### src/rtl/sar_seq_pkg.sv
package sar_seq_pkg;

  typedef enum logic [2:0] {
    ST_IDLE,
    ST_SAMPLE,
    ST_SETTLE,
    ST_SEARCH,
    ST_REPEAT,
    ST_FINISH
  } seqState_t;

  // Strobes from the controller to the datapath
  typedef struct packed {
    logic clrDac;   // strobe high: zero the DAC word
    logic loadMsb;  // start of conversion: MSB trial
    logic decide;   // resolve one SAR bit
    logic clrOnes;  // clear the residue counter
    logic addCmp;   // repeat phase: accumulate comparator
    logic publish;  // register both results and pulse done
  } seqStrobe_t;

endpackage

### src/rtl/sar_seq_ctrl.sv
module sar_seq_ctrl
  import sar_seq_pkg::*;
#(
  parameter int CODE_W     = 12,
  parameter int REP_W      = 8,
  parameter int MSB_SETTLE = 2,
  localparam int IDX_W     = $clog2(CODE_W),
  localparam int SET_W     = $clog2(MSB_SETTLE + 1)
) (
  input  logic             clk,
  input  logic             rstN,
  input  logic             sampleIn,
  input  logic [REP_W-1:0] repCount,
  output seqStrobe_t       strb,
  output logic [IDX_W-1:0] bitIdx
);

  seqState_t        state;
  logic [SET_W-1:0] settleCnt;
  logic [REP_W-1:0] repLatch;
  logic [REP_W-1:0] repCnt;

  always_ff @(posedge clk or negedge rstN) begin
    if (!rstN) begin
      state     <= ST_IDLE;
      settleCnt <= '0;
      repLatch  <= '0;
      repCnt    <= '0;
      bitIdx    <= '0;
    end else if (sampleIn) begin
      state <= ST_SAMPLE;
    end else begin
      unique case (state)
        ST_SAMPLE: begin
          state     <= ST_SETTLE;
          settleCnt <= '0;
          repLatch  <= repCount;
          bitIdx    <= IDX_W'(CODE_W - 1);
        end
        ST_SETTLE: begin
          if (settleCnt == SET_W'(MSB_SETTLE - 1)) state <= ST_SEARCH;
          else settleCnt <= settleCnt + 1'b1;
        end
        ST_SEARCH: begin
          if (bitIdx == '0) begin
            repCnt <= '0;
            state  <= (repLatch == '0) ? ST_FINISH : ST_REPEAT;
          end else begin
            bitIdx <= bitIdx - 1'b1;
          end
        end
        ST_REPEAT: begin
          if (repCnt == repLatch - 1'b1) state <= ST_FINISH;
          else repCnt <= repCnt + 1'b1;
        end
        ST_FINISH: state <= ST_IDLE;
        default:   state <= ST_IDLE;
      endcase
    end
  end

  always_comb begin
    strb         = '0;
    strb.clrDac  = sampleIn;
    strb.loadMsb = !sampleIn && (state == ST_SAMPLE);
    strb.clrOnes = !sampleIn && (state == ST_SAMPLE);
    strb.decide  = !sampleIn && (state == ST_SEARCH);
    strb.addCmp  = !sampleIn && (state == ST_REPEAT);
    strb.publish = !sampleIn && (state == ST_FINISH);
  end

endmodule

### src/rtl/sar_seq_dp.sv
module sar_seq_dp
  import sar_seq_pkg::*;
#(
  parameter int CODE_W = 12,
  parameter int REP_W  = 8,
  localparam int IDX_W = $clog2(CODE_W)
) (
  input  logic              clk,
  input  logic              rstN,
  input  seqStrobe_t        strb,
  input  logic [IDX_W-1:0]  bitIdx,
  input  logic              cmpIn,
  output logic [CODE_W-1:0] dacWord,
  output logic [CODE_W-1:0] sarCode,
  output logic [REP_W-1:0]  onesCount,
  output logic              doneOut
);

  localparam logic [CODE_W-1:0] MSB_TRIAL = {1'b1, {(CODE_W-1){1'b0}}};

  logic [CODE_W-1:0] dacNext;
  logic [REP_W-1:0]  onesReg;

  // Resolve the current bit and raise the next trial bit
  always_comb begin
    dacNext         = dacWord;
    dacNext[bitIdx] = cmpIn;
    if (bitIdx != '0) dacNext[bitIdx - 1'b1] = 1'b1;
  end

  always_ff @(posedge clk or negedge rstN) begin
    if (!rstN) begin
      dacWord <= '0;
    end else if (strb.clrDac) begin
      dacWord <= '0;
    end else if (strb.loadMsb) begin
      dacWord <= MSB_TRIAL;
    end else if (strb.decide) begin
      dacWord <= dacNext;
    end
  end

  always_ff @(posedge clk or negedge rstN) begin
    if (!rstN) begin
      onesReg <= '0;
    end else if (strb.clrOnes) begin
      onesReg <= '0;
    end else if (strb.addCmp) begin
      onesReg <= onesReg + REP_W'(cmpIn);
    end
  end

  always_ff @(posedge clk or negedge rstN) begin
    if (!rstN) begin
      sarCode   <= '0;
      onesCount <= '0;
      doneOut   <= 1'b0;
    end else begin
      doneOut <= strb.publish;
      if (strb.publish) begin
        sarCode   <= dacWord;
        onesCount <= onesReg;
      end
    end
  end

endmodule

### src/rtl/sar_seq_top.sv
module sar_seq_top
  import sar_seq_pkg::*;
#(
  parameter int CODE_W     = 12,
  parameter int REP_W      = 8,
  parameter int MSB_SETTLE = 2,
  localparam int IDX_W     = $clog2(CODE_W)
) (
  input  logic              clk,
  input  logic              rstN,
  input  logic              sampleIn,
  input  logic              cmpIn,
  input  logic [REP_W-1:0]  repCount,
  output logic [CODE_W-1:0] dacWord,
  output logic [CODE_W-1:0] sarCode,
  output logic [REP_W-1:0]  onesCount,
  output logic              doneOut
);

  seqStrobe_t       ctlStrb;
  logic [IDX_W-1:0] bitIdx;
  logic             repPhase;

  assign repPhase = ctlStrb.addCmp;

  sar_seq_ctrl #(
    .CODE_W(CODE_W), .REP_W(REP_W), .MSB_SETTLE(MSB_SETTLE)
  ) i_ctrl (
    .clk(clk), .rstN(rstN), .sampleIn(sampleIn), .repCount(repCount),
    .strb(ctlStrb), .bitIdx(bitIdx)
  );

  sar_seq_dp #(
    .CODE_W(CODE_W), .REP_W(REP_W)
  ) i_dp (
    .clk(clk), .rstN(rstN), .strb(ctlStrb), .bitIdx(bitIdx), .cmpIn(cmpIn),
    .dacWord(dacWord), .sarCode(sarCode), .onesCount(onesCount),
    .doneOut(doneOut)
  );

endmodule

### config.mk
export PLATFORM = sky130hd
export DESIGN_NAME = sar_seq_top
export DESIGN_NICKNAME = d
export VERILOG_FILES = /design/src/rtl/sar_seq_pkg.sv /design/src/rtl/sar_seq_ctrl.sv /design/src/rtl/sar_seq_dp.sv /design/src/rtl/sar_seq_top.sv
export SDC_FILE = /design/constraint.sdc
export NUM_CORES = 1
export LEC_CHECK = 0
export ABC_AREA = 0
export BUFFER_PORTS_ARGS = -buffer_cell sky130_fd_sc_hd__clkbuf_2
export CAP_MARGIN = 25
export CORE_MARGIN = 2
export CORE_UTILIZATION = 35
export CTS_BUF_LIST = sky130_fd_sc_hd__clkbuf_4 sky130_fd_sc_hd__clkbuf_8
export CTS_CLUSTER_DIAMETER = 200
export DETAILED_ROUTE_END_ITERATION = 10
export SETUP_SLACK_MARGIN = 0.4
export SLEW_MARGIN = 20
export SYNTH_ARGS = -nofsm -noshare
export SYNTH_HDL_FRONTEND = slang
export SYNTH_SLANG_ARGS = --single-unit
### constraint.sdc
create_clock -name clk -period 2.4 [get_ports clk]
set_clock_uncertainty 0.1 [all_clocks]
set_input_delay 0.48 -clock clk [delete_from_list [all_inputs] [get_ports clk]]
set_output_delay 0.48 -clock clk [all_outputs]
set_load 0.05 [all_outputs]
### Word level (Yosys, flattened, before mapping)

Index checks and enable logic that the tools add are counted.
Widths: inputs -> output; s select.

* RAM bits: 0
* memories kept: 0
* output and inout port bits: 33
* memory bits (read-only): 0
* input port bits: 12
* latch bits: 0
* word-level logic and storage cells: 79
* register bits after elaboration: 66

* shift-type cells: 0
* bitwise logic cells: 2
* add/subtract/negate cells: 5
* multipliers: 0
* reductions and logical operators: 20
* mux-type cells: 24
* div/mod/pow operators: 0
* $lt $le $gt $ge: 4
* equal/unequal tests: 14

Operators by type and width (count)
* $mux 12: 4
* $mux 8: 4
* $pmux 8 s2: 1
* $bwmux 12: 1
* $mux 3: 4
* $or 12x12->12: 1
* $pmux 3 s4: 1
* $lt 4x5->1 const B: 2
* $ne 3x2->1 const B: 3
* $reduce_and 3->1: 3
* $add 8x1->8: 1
* $add 8x1->8 const B: 1
* $demux 1 s4: 2
* $eq 8x8->1: 1
* $ge 4x1->1 const B: 2
* $logic_not 8->1: 1
* $pmux 4 s2: 1
* $reduce_bool 2->1: 4
* $sub 8x1->8 const B: 1
* $eq 3x2->1 const B: 2
* $eq 3x3->1 const B: 2
* $logic_and 1x1->1: 6
* $ne 2x2->1 const B: 3
* $logic_not 4->1: 1
* other kinds (15): 17

### Logic depth before layout (Yosys ltp)

* depth after elaboration: 10
* gate-level depth with buffers: 9

### Modules after synthesis

A second synthesis with hierarchy kept.

* cell total of the unflattened synthesis: 320
* area, all modules: 3447.1 um^2

Modules (own cells, without submodules)
* sar_seq_dp: cells each 146, sequential area each 1026.0 um^2, instances 1, area an instance 1871.8 um^2
* sar_seq_ctrl: cells each 174, sequential area each 625.6 um^2, instances 1, area an instance 1575.3 um^2

### Least setup slack after synthesis

No wires, ideal clock.

* path type: register to register
* start point: register i_ctrl.repLatch[0]
* end point: register i_ctrl.repCnt[7]
* data arrival time: 2.266 ns
* cell stages (with the launch flop): 8
* required time: 2.180 ns
* clock period less this slack: 2.486 ns
* setup slack: -0.086 ns
* path through: dfrtp_1 -> or4_4 -> or4b_4 -> a21oi_2 -> o311ai_2 -> buf_6 -> a22o_1 -> a31o_1

* cells in the longest elaborated chain, start to end: 4

RTL lines
* from (decl): RTL line sar_seq_ctrl.sv:20 `logic [REP_W-1:0] repLatch;`
* from (signal assigned): RTL line sar_seq_ctrl.sv:37 `repLatch <= repCount;`
* $sub 8x1->8: RTL line sar_seq_ctrl.sv:53 `if (repCnt == repLatch - 1'b1) state <= ST_FINISH;`
* $eq 8x8->1: RTL line sar_seq_ctrl.sv:53
* $ne 2x2->1 (no line)
* $reduce_and 4->1 (no line)
* to (signal assigned): RTL line sar_seq_ctrl.sv:54 `else repCnt <= repCnt + 1'b1;`
* to (decl): RTL line sar_seq_ctrl.sv:21 `logic [REP_W-1:0] repCnt;`

No other way between the ends.
A chain may end at the register's enable or synchronous reset.

### Worst setup path in the final report

* start point: register i_ctrl.repLatch[3]
* end point: register i_ctrl.repCnt[3]

Same word-level chain as after synthesis.

==> run metrics <==
Num CTS Buffers=9; min Tclk post-route=2.58 ns; ANT nets after route=0; CP max stage cell=or4_4; Starting Density=35.5%; initial antenna violation count=0; post-synthesis cell count=385; Clock Power Share=31.4%; fillers=995; Vias/cell=5.21; CP arrival=2.74 ns; register share of total power=38.1%; peak supply drop=0.370 mV; io pins=45; Row Count=37; Slew headroom=71.2%; Internal=2.25 mW; Synth area leaders=dfrtp_1 46%, mux2_1 5.9%, nand2_1 4.7%; Synth Area in Compound Gates=18.2%; yosys warns=0; Critical Path Max Stage Delay=0.56 ns; # DRC=0; Synth Area in XOR/XNOR=3.64%; starting DRC count in detailed routing=235; area leader, netlist=dfrtp_1; HPWL after DPL=5640 um; wire per inst=14.4 um; core area=10,200 sq um; Fin Hold WS=0.0333 ns; RD Place Congestion=0.794; Clock Latency Late Sink=0.34 ns; status=complete, but fails checks; root buffer cell=clkbuf_8; Static Leak=2.15 nW; combinational share of power=30.5%; total track usage=16.5%; utilization after layout=45.0%; asr flop ratio synth=100%; CTS max path bufs=2; count leader, synth=dfrtp_1; ANT cells=0; f_max=388 MHz; die height=106 um; Netlist cell types=56; EDFF count, synth=0; WL final=8610 um; Post-Synth Adder-Cell Area=3.12%; chip width=106 um; syn avg cell area=9.38 sq um; fraction of the yosys area taken by sequential cells=45.7%; Hold Crit Class=input port to async pin; first-pass GRT wire length=14,800 um; Critical Setup Path Class=register to register; via count=3,115; CP Cell Sequence=or4_4, or4b_4, a21oi_4, o311ai_4, buf_4, and4_1, o22ai_1; Worst Setup Slack, final=-0.175 ns; area of the multi-input gates=1930 sq um; grt total ovfl=0; hold_buf cts=0; P per Cell Area=749 nW/um^2; CP Launch Type=register; Setup-failing EPs final=9; CTS H-tree lvls=3; Hold Vio Cnt, Final=0; clock sinks=66; fraction of power spent switching nets=34.3%; unrepaired setup endpoints after global routing=true; Worst Path Max Fanout=4; synthesized-area fraction occupied by and/or/nand/nor cells=18.2%; violated checks=setup timing; drt pass-1 iters=4; layout net count=478; sw power=1.18 mW; largest net degree at the start of global routing=67; register area=1650 sq um; die area=11,100 sq um; syn_nets=406; clock-pin slew on the worst setup and hold paths=0.08 ns; Post-synth top cells=66 x dfrtp_1, 45 x nand2_1, 36 x nor2_1, 27 x o21ai_0, 21 x clkbuf_1; port bufs=44; synthesized area=3610 sq um; Max Transition Viols Final=0; final period utilization=107%; dominant synthesized flop cell=dfrtp_1; largest family of logic cells by synthesized area=simple AND/OR/NAND/NOR gates; max-cap violations=0; share of cells above drive strength 1=26.8%; CTS tree=done; Data required, critical path=2.56 ns; mux contribution to synthesized area=7.14%; Slew @ Worst Pin=0.432 ns; post-synthesis register bit count=66; crit path capture type=register; vias in the first global route=3,001; area grow syn2layout=27.0%; share of the synthesized area in the top cell type=45.7%
## power groups by stage
stage	Combinational [mW]	Sequential (mW)	Clock, mW
floorplan	0.634	1.34	0
detailed placement	0.946	1.32	0
global route	1.16	1.32	1.17
global placement	0.934	1.31	0
CTS	1.00	1.30	1.11
finish	1.05	1.31	1.08
## per-stage QoR
stage | cells | instance area (sq um) | TNS, ns | total power [mW] | worst slack, ns
after floorplan | 385 | 3630 | -0.118 | 1.98 | -0.0811
after global placement | 572 | 4190 | -0.450 | 2.25 | -0.137
after detailed placement | 572 | 4190 | -0.957 | 2.27 | -0.212
after CTS | 593 | 4500 | -0.990 | 3.41 | -0.172
after global routing | 598 | 4590 | -1.92 | 3.65 | -0.240
final | 598 | 4590 | -1.25 | 3.43 | -0.175
## final cells by class
| cell class | count | share of cell area, % |
|---|---|---|
| clock inverter | 6 | 1.96 |
| inverter | 11 | 0.900 |
| multi-input combinational | 284 | 42.2 |
| sequential | 66 | 36.0 |
| timing repair buffer | 85 | 12.2 |
| clock buffer | 10 | 3.00 |
| tap | 136 | 3.71 |
## logic make-up (layout without fill, tap and decap cells)
logic type | Yosys count | count (layout)
AO/OA/AOI/OAI | 103 | 104
XOR/XNOR | 15 | 15
adder cells (fa/ha/maj) | 9 | 9
buffers and inverters | 36 | 112
flip-flops | 66 | 66
multiplexers | 23 | 23
AND/OR/NAND/NOR | 133 | 133
## sequential cells by signal, indices dropped and copies added, names as in the netlist
signal / count
i_ctrl.bitIdx: 4
i_ctrl.repCnt: 8
i_ctrl.repLatch: 8
i_ctrl.settleCnt: 2
i_ctrl.state: 3
i_dp.dacWord: 12
i_dp.doneOut: 1
i_dp.onesCount: 8
i_dp.onesReg: 8
i_dp.sarCode: 12
## per-layer routing
| metal | vias up | GRT usage [%] | wire [um] |
|---|---|---|---|
| met2 | 72 | 24.7 | 3870 |
| met5 | - | 0 | 0 |
| met1 | 1508 | 24.0 | 4280 |
| met4 | 0 | 4.79 | 103 |
| li1 | 1525 | - | - |
| met3 | 10 | 3.77 | 356 |
## layout by cell type, fill, tap and decap left out, types with 10 or more instances in the layout
| master | synthesis | routed |
|---|---|---|
| clkbuf_8 | 0 | 10 |
| inv_1 | 10 | 10 |
| mux2_1 | 19 | 19 |
| a21oi_1 | 18 | 18 |
| dfrtp_1 | 66 | 65 |
| clkbuf_2 | 0 | 43 |
| buf_4 | 0 | 37 |
| o21ai_0 | 27 | 27 |
| nand2_1 | 45 | 44 |
| nor2_1 | 36 | 36 |
| o21ai_1 | 15 | 14 |
## final timing paths
path,slack (ns),cells past startpoint,to,from
max,-0.18,7,i_ctrl.repCnt[3],i_ctrl.repLatch[3]
min,0.03,2,i_dp.sarCode[10],rstN
max reg2reg,-0.18,7,i_ctrl.repCnt[3],i_ctrl.repLatch[3]
min reg2reg,0.39,1,i_dp.sarCode[7],i_dp.sarCode[7]
max in group asynchronous,1.86,2,i_dp.sarCode[7],rstN
min in group clk,0.23,3,i_ctrl.repLatch[3],repCount[3]
## critical path, delay by kind of cell, from the launching register on
kind                   cells  cell delay, ns
AOI/OAI and AO/OA          3            0.55
buffers and inverters      1            0.17
and+or+nand+nor            3            1.27
DFF                        1            0.40
## timing repair
item | CTS | global route
setup endpoints to repair | 9 | 21
cloned | 1 | 0
pin swaps | 8 | 10
resized for setup | 5 | 12
setup buffers | 4 | 5
Power figures use the tool's default switching activity.
